$ cat src/rtl/tfile_pkg.sv
package tfile_pkg;
  localparam int ADDR_W    = 4;
  localparam int BYTE_W    = 8;
  localparam int WORD_W    = 16;
  localparam int NUM_HIST  = 5;
  localparam int HX_FEAT   = 0;
  localparam int HX_CNT    = 1;
  localparam int HX_LBA0   = 2;
  localparam int LBA_BYTES = 3;
  localparam int LBA_W     = 2 * LBA_BYTES * BYTE_W;
  localparam int CNT_W     = 2 * BYTE_W;

  localparam int CTL_HOB   = 7;
  localparam int CTL_ONE   = 3;
  localparam int CTL_SRST  = 2;
  localparam int CTL_NIEN  = 1;
  localparam int DEVH_SEL  = 4;

  typedef enum logic [ADDR_W-1:0] {
    A_DATA = 4'd0,
    A_FEAT = 4'd1,
    A_CNT  = 4'd2,
    A_LBA0 = 4'd3,
    A_LBA1 = 4'd4,
    A_LBA2 = 4'd5,
    A_DEVH = 4'd6,
    A_CMD  = 4'd7,
    A_CTL  = 4'd8
  } tf_addr_e;

  // Power-on / soft-reset value of the newest slot of a history register.
  function automatic logic [BYTE_W-1:0] hist_default(input int idx);
    return (idx == HX_CNT || idx == HX_LBA0) ? BYTE_W'(1) : '0;
  endfunction
endpackage

$ cat src/rtl/tfile_hist_reg.sv
module tfile_hist_reg #(
  parameter int           W       = 8,
  parameter logic [W-1:0] CUR_DEF = '0
) (
  input  logic         clk,
  input  logic         rst,
  input  logic         clr,
  input  logic         wr_en,
  input  logic [W-1:0] wr_byte,
  input  logic         ld_en,
  input  logic [W-1:0] ld_cur,
  input  logic [W-1:0] ld_prev,
  output logic [W-1:0] cur_q,
  output logic [W-1:0] prev_q
);
  // Priority: reset/soft reset, then completion load, then host write.
  always_ff @(posedge clk) begin
    if (rst || clr) begin
      cur_q  <= CUR_DEF;
      prev_q <= '0;
    end else if (ld_en) begin
      cur_q  <= ld_cur;
      prev_q <= ld_prev;
    end else if (wr_en) begin
      prev_q <= cur_q;
      cur_q  <= wr_byte;
    end
  end
endmodule

$ cat src/rtl/tfile_ctl.sv
module tfile_ctl #(
  parameter int MIN_CYC = 1250
) (
  input  logic clk,
  input  logic rst,
  input  logic wr_ctl,
  input  logic wr_cmdblk,
  input  logic w_hob,
  input  logic w_srst,
  input  logic w_nien,
  output logic hob_q,
  output logic srst_q,
  output logic nien_q,
  output logic dev_reset,
  output logic rst_done
);
  localparam int CW = $clog2(MIN_CYC + 1);
  localparam logic [CW-1:0] SAT = CW'(MIN_CYC);

  logic [CW-1:0] held;
  logic          srst_d;

  always_ff @(posedge clk) begin
    if (rst) begin
      hob_q     <= 1'b0;
      srst_q    <= 1'b0;
      nien_q    <= 1'b0;
      srst_d    <= 1'b0;
      dev_reset <= 1'b0;
      rst_done  <= 1'b0;
      held      <= '0;
    end else begin
      if (wr_ctl) begin
        hob_q  <= w_hob;
        srst_q <= w_srst;
        nien_q <= w_nien;
      end else if (wr_cmdblk) begin
        hob_q  <= 1'b0;
      end
      srst_d    <= srst_q;
      dev_reset <= srst_q;
      // Saturating count of cycles spent with the reset bit set.
      if (srst_q) begin
        if (held != SAT) held <= held + 1'b1;
      end else begin
        held <= '0;
      end
      rst_done <= !srst_q && srst_d && (held == SAT);
    end
  end
endmodule

$ cat src/rtl/tfile_irq.sv
module tfile_irq (
  input  logic clk,
  input  logic rst,
  input  logic srst,
  input  logic set,
  input  logic clr,
  input  logic selected,
  input  logic nien,
  output logic host_irq
);
  logic pend_q;

  always_ff @(posedge clk) begin
    if (rst) begin
      pend_q   <= 1'b0;
      host_irq <= 1'b0;
    end else begin
      if (srst)     pend_q <= 1'b0;
      else if (set) pend_q <= 1'b1;
      else if (clr) pend_q <= 1'b0;
      host_irq <= pend_q && selected && !nien && !srst;
    end
  end
endmodule

$ cat src/rtl/tfile_bank.sv
module tfile_bank
  import tfile_pkg::*;
#(
  parameter int CLK_MHZ     = 250,
  parameter int SRST_MIN_US = 5,
  parameter int DEV_ID      = 0
) (
  input  logic              clk,
  input  logic              rst,
  input  logic [ADDR_W-1:0] bus_addr,
  input  logic              bus_wr,
  input  logic              bus_rd,
  input  logic [WORD_W-1:0] bus_wdata,
  output logic [WORD_W-1:0] bus_rdata,
  input  logic              drq,
  input  logic              dev_data_load,
  input  logic [WORD_W-1:0] dev_data,
  output logic              host_wr_valid,
  output logic [WORD_W-1:0] host_wr_data,
  output logic              cmd_valid,
  output logic [BYTE_W-1:0] cmd_code,
  input  logic              cmd_done,
  input  logic [LBA_W-1:0]  done_lba,
  input  logic [CNT_W-1:0]  done_count,
  input  logic              dev_irq_set,
  input  logic              dev_irq_clr,
  output logic              host_irq,
  output logic              dev_reset,
  output logic              rst_done
);
  localparam int SRST_MIN_CYC = CLK_MHZ * SRST_MIN_US;
  localparam logic DEV_BIT = DEV_ID[0];

  logic hob_q, srst_q, nien_q;
  logic wr_ctl, wr_cmdblk, wr_cmd, selected;
  logic [BYTE_W-1:0] devh_q;
  logic [WORD_W-1:0] data_q;
  logic [NUM_HIST-1:0][BYTE_W-1:0] h_cur, h_prev;
  logic [BYTE_W-1:0] hist_sel;

  assign wr_ctl    = bus_wr && (bus_addr == A_CTL);
  assign wr_cmdblk = bus_wr && (bus_addr <= A_CMD);
  assign wr_cmd    = bus_wr && (bus_addr == A_CMD);
  assign selected  = (devh_q[DEVH_SEL] == DEV_BIT);

  tfile_ctl #(.MIN_CYC(SRST_MIN_CYC)) u_ctl (
    .clk       (clk),
    .rst       (rst),
    .wr_ctl    (wr_ctl),
    .wr_cmdblk (wr_cmdblk),
    .w_hob     (bus_wdata[CTL_HOB]),
    .w_srst    (bus_wdata[CTL_SRST]),
    .w_nien    (bus_wdata[CTL_NIEN]),
    .hob_q     (hob_q),
    .srst_q    (srst_q),
    .nien_q    (nien_q),
    .dev_reset (dev_reset),
    .rst_done  (rst_done)
  );

  tfile_irq u_irq (
    .clk      (clk),
    .rst      (rst),
    .srst     (srst_q),
    .set      (dev_irq_set),
    .clr      (dev_irq_clr || wr_cmd),
    .selected (selected),
    .nien     (nien_q),
    .host_irq (host_irq)
  );

  for (genvar h = 0; h < NUM_HIST; h++) begin : g_hist
    logic              lde;
    logic [BYTE_W-1:0] ldc, ldp;
    if (h == HX_FEAT) begin : g_feat
      assign lde = 1'b0;
      assign ldc = '0;
      assign ldp = '0;
    end else if (h == HX_CNT) begin : g_cnt
      assign lde = cmd_done;
      assign ldc = done_count[BYTE_W-1:0];
      assign ldp = done_count[CNT_W-1:BYTE_W];
    end else begin : g_lba
      assign lde = cmd_done;
      assign ldc = done_lba[(h-HX_LBA0)*BYTE_W +: BYTE_W];
      assign ldp = done_lba[(h-HX_LBA0+LBA_BYTES)*BYTE_W +: BYTE_W];
    end
    tfile_hist_reg #(.W(BYTE_W), .CUR_DEF(hist_default(h))) u_reg (
      .clk     (clk),
      .rst     (rst),
      .clr     (srst_q),
      .wr_en   (bus_wr && (bus_addr == ADDR_W'(h + 1))),
      .wr_byte (bus_wdata[BYTE_W-1:0]),
      .ld_en   (lde),
      .ld_cur  (ldc),
      .ld_prev (ldp),
      .cur_q   (h_cur[h]),
      .prev_q  (h_prev[h])
    );
  end

  always_comb begin
    hist_sel = '0;
    for (int i = 0; i < NUM_HIST; i++)
      if (bus_addr == ADDR_W'(i + 1)) hist_sel = hob_q ? h_prev[i] : h_cur[i];
  end

  always_ff @(posedge clk) begin
    if (rst) begin
      devh_q        <= '0;
      data_q        <= '0;
      host_wr_valid <= 1'b0;
      host_wr_data  <= '0;
      cmd_valid     <= 1'b0;
      cmd_code      <= '0;
      bus_rdata     <= '0;
    end else begin
      if (srst_q)                              devh_q <= '0;
      else if (bus_wr && bus_addr == A_DEVH)   devh_q <= bus_wdata[BYTE_W-1:0];
      if (dev_data_load) data_q <= dev_data;
      host_wr_valid <= bus_wr && (bus_addr == A_DATA) && drq;
      if (bus_wr && bus_addr == A_DATA && drq) host_wr_data <= bus_wdata;
      cmd_valid <= wr_cmd;
      if (wr_cmd) cmd_code <= bus_wdata[BYTE_W-1:0];
      if (bus_rd) begin
        case (bus_addr)
          A_DATA:  bus_rdata <= drq ? data_q : '0;
          A_FEAT, A_CNT, A_LBA0, A_LBA1, A_LBA2:
                   bus_rdata <= {{(WORD_W-BYTE_W){1'b0}}, hist_sel};
          A_DEVH:  bus_rdata <= {{(WORD_W-BYTE_W){1'b0}}, devh_q};
          A_CTL:   bus_rdata <= {{(WORD_W-BYTE_W){1'b0}}, hob_q, 3'b000,
                                 1'b1, srst_q, nien_q, 1'b0};
          default: bus_rdata <= '0;
        endcase
      end
    end
  end
endmodule

$ cat config.mk
export PLATFORM = sky130hd
export DESIGN_NAME = tfile_bank
export DESIGN_NICKNAME = d
export VERILOG_FILES = /design/src/rtl/tfile_pkg.sv /design/src/rtl/tfile_hist_reg.sv /design/src/rtl/tfile_ctl.sv /design/src/rtl/tfile_irq.sv /design/src/rtl/tfile_bank.sv
export SDC_FILE = /design/constraint.sdc
export NUM_CORES = 1
export LEC_CHECK = 0
export ABC_AREA = 0
export BUFFER_PORTS_ARGS = -buffer_cell sky130_fd_sc_hd__buf_2
export CAP_MARGIN = 10
export CORE_MARGIN = 3
export CORE_UTILIZATION = 40
export CTS_CLUSTER_DIAMETER = 200
export DETAILED_ROUTE_END_ITERATION = 10
export SYNTH_ARGS = -nofsm -noshare
export SYNTH_HDL_FRONTEND = slang
export SYNTH_SLANG_ARGS = --single-unit
$ cat constraint.sdc
create_clock -name clk -period 2.5 [get_ports clk]
set_clock_uncertainty 0.1 [all_clocks]
set_input_delay 0.5 -clock clk [delete_from_list [all_inputs] [get_ports clk]]
set_output_delay 0.5 -clock clk [all_outputs]
set_load 0.02 [all_outputs]
After elaboration in Yosys (flattened, before gate mapping)
Index checks and enable logic that the tools add are counted.
{ "word_totals": {"input_bits": 109, "ram_bits": 0, "reg_bits": 164, "out_inout_bits": 45, "latch_bits": 0, "n_memories": 0, "rom_bits": 0} }
{ "classes": {"n_bitwise": 2, "muxes": 32, "shift": 0, "eq_ne": 10, "div": 0, "n_addsub": 1, "magnitude_cmp": 1, "n_mul": 0, "reduce_logical": 30} }
{ "op_table": {"columns": ["op", "n"], "rows": [
  ["$mux 8", 26],
  ["$pmux 16 s4", 1],
  ["$eq 4x3->1 const B", 4],
  ["$logic_and 1x1->1", 16],
  ["$mux 16", 1],
  ["$reduce_bool 2->1", 6],
  ["$add 11x1->11 const B", 1],
  ["$eq 11x11->1 const B", 1],
  ["$ne 11x11->1 const B", 1],
  ["$eq 4x2->1 const B", 2],
  ["$reduce_or 5->1", 1],
  ["$eq 4x1->1 const B", 1],
  ["$eq 4x4->1 const B", 1],
  ["$le 4x3->1 const B", 1],
  ["$logic_not 4->1", 1],
  ["$mux 1", 4],
  ["$reduce_or 2->1", 2],
  ["$logic_not 1->1", 2],
  ["$logic_or 1x1->1", 2],
  ["$not 1->1", 2]
]} }

Logic depth before layout (Yosys ltp)
{ "logic_depth": {"ltp_word": 7, "ltp_mapped": 8} }

Modules after synthesis
A second synthesis with hierarchy kept.
{ "hier_totals": {"cells_unflattened": 827, "area_unflattened_um2": 8469.4} }
{ "by_module_without_submodules": {"columns": ["mod", "cells_per_inst", "instances", "seq_area_each_um2", "area_per_inst_um2"], "rows": [
  ["tfile_bank", 386, 1, 1321.3, 3415.8],
  ["tfile_hist_reg at g_hist[0].u_reg ...", 71, 3, 320.3, 853.3],
  ["tfile_hist_reg at g_hist[1].u_reg ...", 72, 2, 320.3, 850.8],
  ["tfile_ctl", 78, 1, 320.3, 724.4],
  ["tfile_irq", 6, 1, 40.0, 67.6]
]} }

Worst setup path after synthesis
OpenSTA, ideal clock, no wires.
{ "synth_path": {"path_type": "input port to flip-flop", "from": "input bus_addr[3]", "to": "register g_hist[1].u_reg.cur_q[5]", "required_ns": 2.314, "path_stages": 8, "arrival_time_ns": 2.077, "n_path_buf": 4, "setup_ns": 0.086, "slack_ns": 0.238, "path_cell_list": "buf_6 or4b_1 buf_2 or2_1 buf_6 buf_6 mux2i_1 a211oi_1"} }
{ "synth_between": {"elab_chain_len": 3} }
{ "synth_lines": {"columns": ["item", "line", "rtl"], "rows": [
  ["start: declaration", "tfile_bank.sv:10", "input logic [ADDR_W-1:0] bus_addr,"],
  ["$eq 4x2->1", "tfile_bank.sv:92", ".wr_en (bus_wr && (bus_addr == ADDR_W'(h + 1))),"],
  ["$logic_and 1x1->1", "tfile_bank.sv:92", null],
  ["$reduce_bool 2->1 (no source line)", null, null],
  ["end signal: assignment", "tfile_hist_reg.sv:22", "cur_q <= ld_cur;"],
  ["end signal: assignment", "tfile_hist_reg.sv:26", "cur_q <= wr_byte;"],
  ["end: declaration", "tfile_hist_reg.sv:13", "output logic [W-1:0] cur_q,"]
]} }
No other way between the ends.
A chain may end at the register's enable or synchronous reset.

Worst setup path in the final report
{ "layout_path": {"from": "register u_ctl.hob_q", "to": "register bus_rdata[2]"} }
{ "layout_between": {"elab_chain_len": 7} }
{ "layout_lines": {"columns": ["item", "line", "rtl"], "rows": [
  ["start: declaration", "tfile_ctl.sv:11", "output logic hob_q,"],
  ["start signal: assignment", "tfile_ctl.sv:34", "hob_q <= w_hob;"],
  ["$mux 8 (5 in series)", "tfile_bank.sv:105", "if (bus_addr == ADDR_W'(i + 1)) hist_sel = hob_q ? h_prev[i] : h_cur[i];"],
  ["$mux 8 *", "tfile_bank.sv:105", null],
  ["$pmux 16 s4 *", "tfile_bank.sv:126", "case (bus_addr)"],
  ["end signal: assignment", "tfile_bank.sv:127", "A_DATA: bus_rdata <= drq ? data_q : '0;"],
  ["end signal: assignment", "tfile_bank.sv:129", "bus_rdata <= {{(WORD_W-BYTE_W){1'b0}}, hist_sel};"],
  ["end signal: assignment", "tfile_bank.sv:130", "A_DEVH: bus_rdata <= {{(WORD_W-BYTE_W){1'b0}}, devh_q};"],
  ["end: declaration", "tfile_bank.sv:14", "output logic [WORD_W-1:0] bus_rdata,"]
]} }
Every way passes the cells marked *; elsewhere a longest branch is shown, timed or not.

==> results.cfg <==
[setup_path]
path_delay_family = compound AO/OA/AOI/OAI gates
cp_slowest_stage_delay_ns = 0.47
end_kind = register
crit_arrival_ns = 2.24
critPathMaxFanout = 22
cp_cell_sequence = buf_4 -> mux2i_1 -> nor2_1 -> o311ai_1 -> o211ai_1
crit_buf_inv = 1
cpMaxStageDelayCell = dfxtp_2
worstSetupPathType = register to register
worstPathRequired_ns = 2.69
cp-start-kind = register

[status]
status = completed

[cts]
cts_tree = built
clockBufferDepth = 2
cts_num_sinks = 164
clkSlewWorstSetupHoldPaths_ns = 0.06
ctsRootBufferMaster = clkbuf_16
numCtsBuffers = 17
postCtsResizedCells = 0
cts_hold_buf = 0
htreeDepth = 4
clock_latency_ns = 0.42
post_cts_buffers = 0

[cells_and_area]
antennaDiodeCount = 0
drive_gt1_share_pct = 22.66
nFillCells = 1743
nets = 1113
utilization_pct = 50.26
regArea_um2 = 3284
multiInputGateArea_um2 = 3825
syn_to_final_growth_pct = 22.27

[grt]
grt_max_degree = 54
grt_pass1_vias = 6200
groute.usage.overall_pct = 20.68
grt_antenna_before_repair = 1
overflow = 0
grt_pass1_wl_um = 33290

[yosys]
synth_area_leader_cell = dfxtp_1
synth_edf_count = 0
yosysUniqueCellTypes = 52
synth_top_area_share_pct = 44.01
ys_seq_elements = 164
synth_ff_type = dfxtp_1
synthTopCellsByArea = dfxtp_1 (44%), mux2i_1 (13%), nand2_1 (6.3%)
yosysWarnings = 0
seq_area_frac_synth_pct = 44.01
avgSynthCellArea_um2 = 8.487
synthCells = 879
syn-num-nets = 990
synth_area_um2 = 7460
synthArstFlopShare_pct = 0

[route]
drt_iter0_drc = 319
postRouteAntennaNets = 0
vias = 6617
routedWlPerCell_um = 17.17
vias_per_cell = 5.319
dr.pass1.iters = 6
wl_um = 21370
drc = 0

[floorplanning]
dieArea_um2 = 20320
ios = 154
die_h_um = 142.6
core_um2 = 18150
die_w_um = 142.6
rows = 49
initial_core_util_pct = 41.11

[timing]
relSlewSlack_pct = 58.20
post-route-period-util_pct = 82.10
setup_violations = 0
max_freq_mhz = 487.2
rsz0062_at_grt = false
hold_viol_final = 0
timing.final.ws_setup_ns = 0.4474
fin_tns_setup_ns = 0
fin_hold_ws_ns = 0.1950
period_needed_ns = 2.053
worstMarginPinSlew_ns = 0.6260
final_max_slew_viol_count = 0

[placed_design]
dp_hpwl_um = 14870
pre_cts_ws_ns = 0.2582
portBuffers = 153
gp_congestion = 0.8360

[power_and_ir_drop]
power_density_nw_per_um2 = 666.5
p_leak_nw = 3.644
ir_worst_vdd_v = 0.0004583
total_power_mw = 6.080

[run]
cap_violations = 0

[hold_path]
hold_class = input port to register
-- state kept, by name, summed over array words and instances, names as in the netlist, 8 cells and up --
name / cells
bus_rdata: 16
cmd_code: 8
data_q: 16
devh_q: 8
g_hist.u_reg.cur_q: 40
g_hist.u_reg.prev_q: 40
host_wr_data: 16
u_ctl.held: 11
-- report_power, final --
group	total, mW	switching, mW	leakage (nW)	internal (mW)
logic	0.563	0.333	1.99	0.230
clock network	2.74	1.09	0.311	1.65
registers	2.78	0.0613	1.34	2.72
-- placed cells by master, fill, tap and decap left out, drive strengths merged, types with 8 or more instances in the layout --
master and n:
a22oi 10, o21ai 8, o22ai 8, nand2 125, dfxtp 164, mux2i 96
nor2 116, inv 11, buf 186, nand2b 11, a211oi 33, a311oi 32
clkbuf 19, nor3 10, a21oi 54, nand3 59
-- layout make-up --
cell class | instances | share of cell area, %
clock inverter | 13 | 1.852
inverter | 7 | 0.3018
timing repair buffer | 186 | 11.80
tap | 229 | 3.141
sequential | 164 | 36.01
multi-input combinational | 626 | 41.93
clock buffer | 19 | 4.966
-- cell usage after synthesis, drive strengths merged, types with 3 or more instances --
cell type / number
nor4b: 3
a22oi: 10
a311oi: 32
dfxtp: 164
nor3: 10
nor4bb: 4
a32oi: 3
xor2: 6
nand2b: 11
buf: 22
a211oi: 33
mux2i: 96
o31a: 3
o311ai: 4
and3: 4
a22o: 3
or2: 4
nor2: 116
xnor2: 4
or4b: 3
o211ai: 5
inv: 6
nand3: 59
a21oi: 54
nand2: 125
o21ai: 8
clkbuf: 60
o22ai: 8
-- stage by stage --
stage                     cells  cell area (um2)
final                      1244             9121
after global routing       1244             9121
after CTS                  1244             9121
after detailed placement   1212             8499
after global placement     1212             8499
after floorplan             879             7460
-- layer usage --
metal | up-vias | GRT usage (%) | share of wire (%)
met5 | - | 0 | 0.094
met4 | 2 | 5.253 | 1.3
met3 | 19 | 4.335 | 4.6
met2 | 161 | 32.15 | 47
li1 | 3350 | - | -
met1 | 3085 | 29.36 | 47
-- worst paths after layout --
kind | to | startpoint | cells after the start | slack (ns)
max | bus_rdata[2] | u_ctl.hob_q | 5 | 0.45
min | u_irq.pend_q | dev_irq_set | 2 | 0.20
max reg2reg | bus_rdata[2] | u_ctl.hob_q | 5 | 0.45
min reg2reg | host_wr_data[0] | host_wr_data[0] | 2 | 0.35
-- logic make-up (layout without fill, tap and decap cells) --
logic type,Yosys count,count (layout),share of synthesized area [%]
adders and majority gates,2,2,0.3354
xor gates and xnor gates,10,10,1.174
DFF,164,164,44.01
AOI/OAI and AO/OA,167,167,15.53
muxes,96,96,12.88
buffers and inverters,89,225,4.998
and+or+nand+nor,351,351,21.07
-- worst reg2reg max path, stage by stage, from the launching register on --
cell	delay, ns
dfxtp_2	0.47
buf_4	0.42
mux2i_1	0.32
nor2_1	0.08
o311ai_1	0.39
o211ai_1	0.15
(Power assumes the default switching activity.)
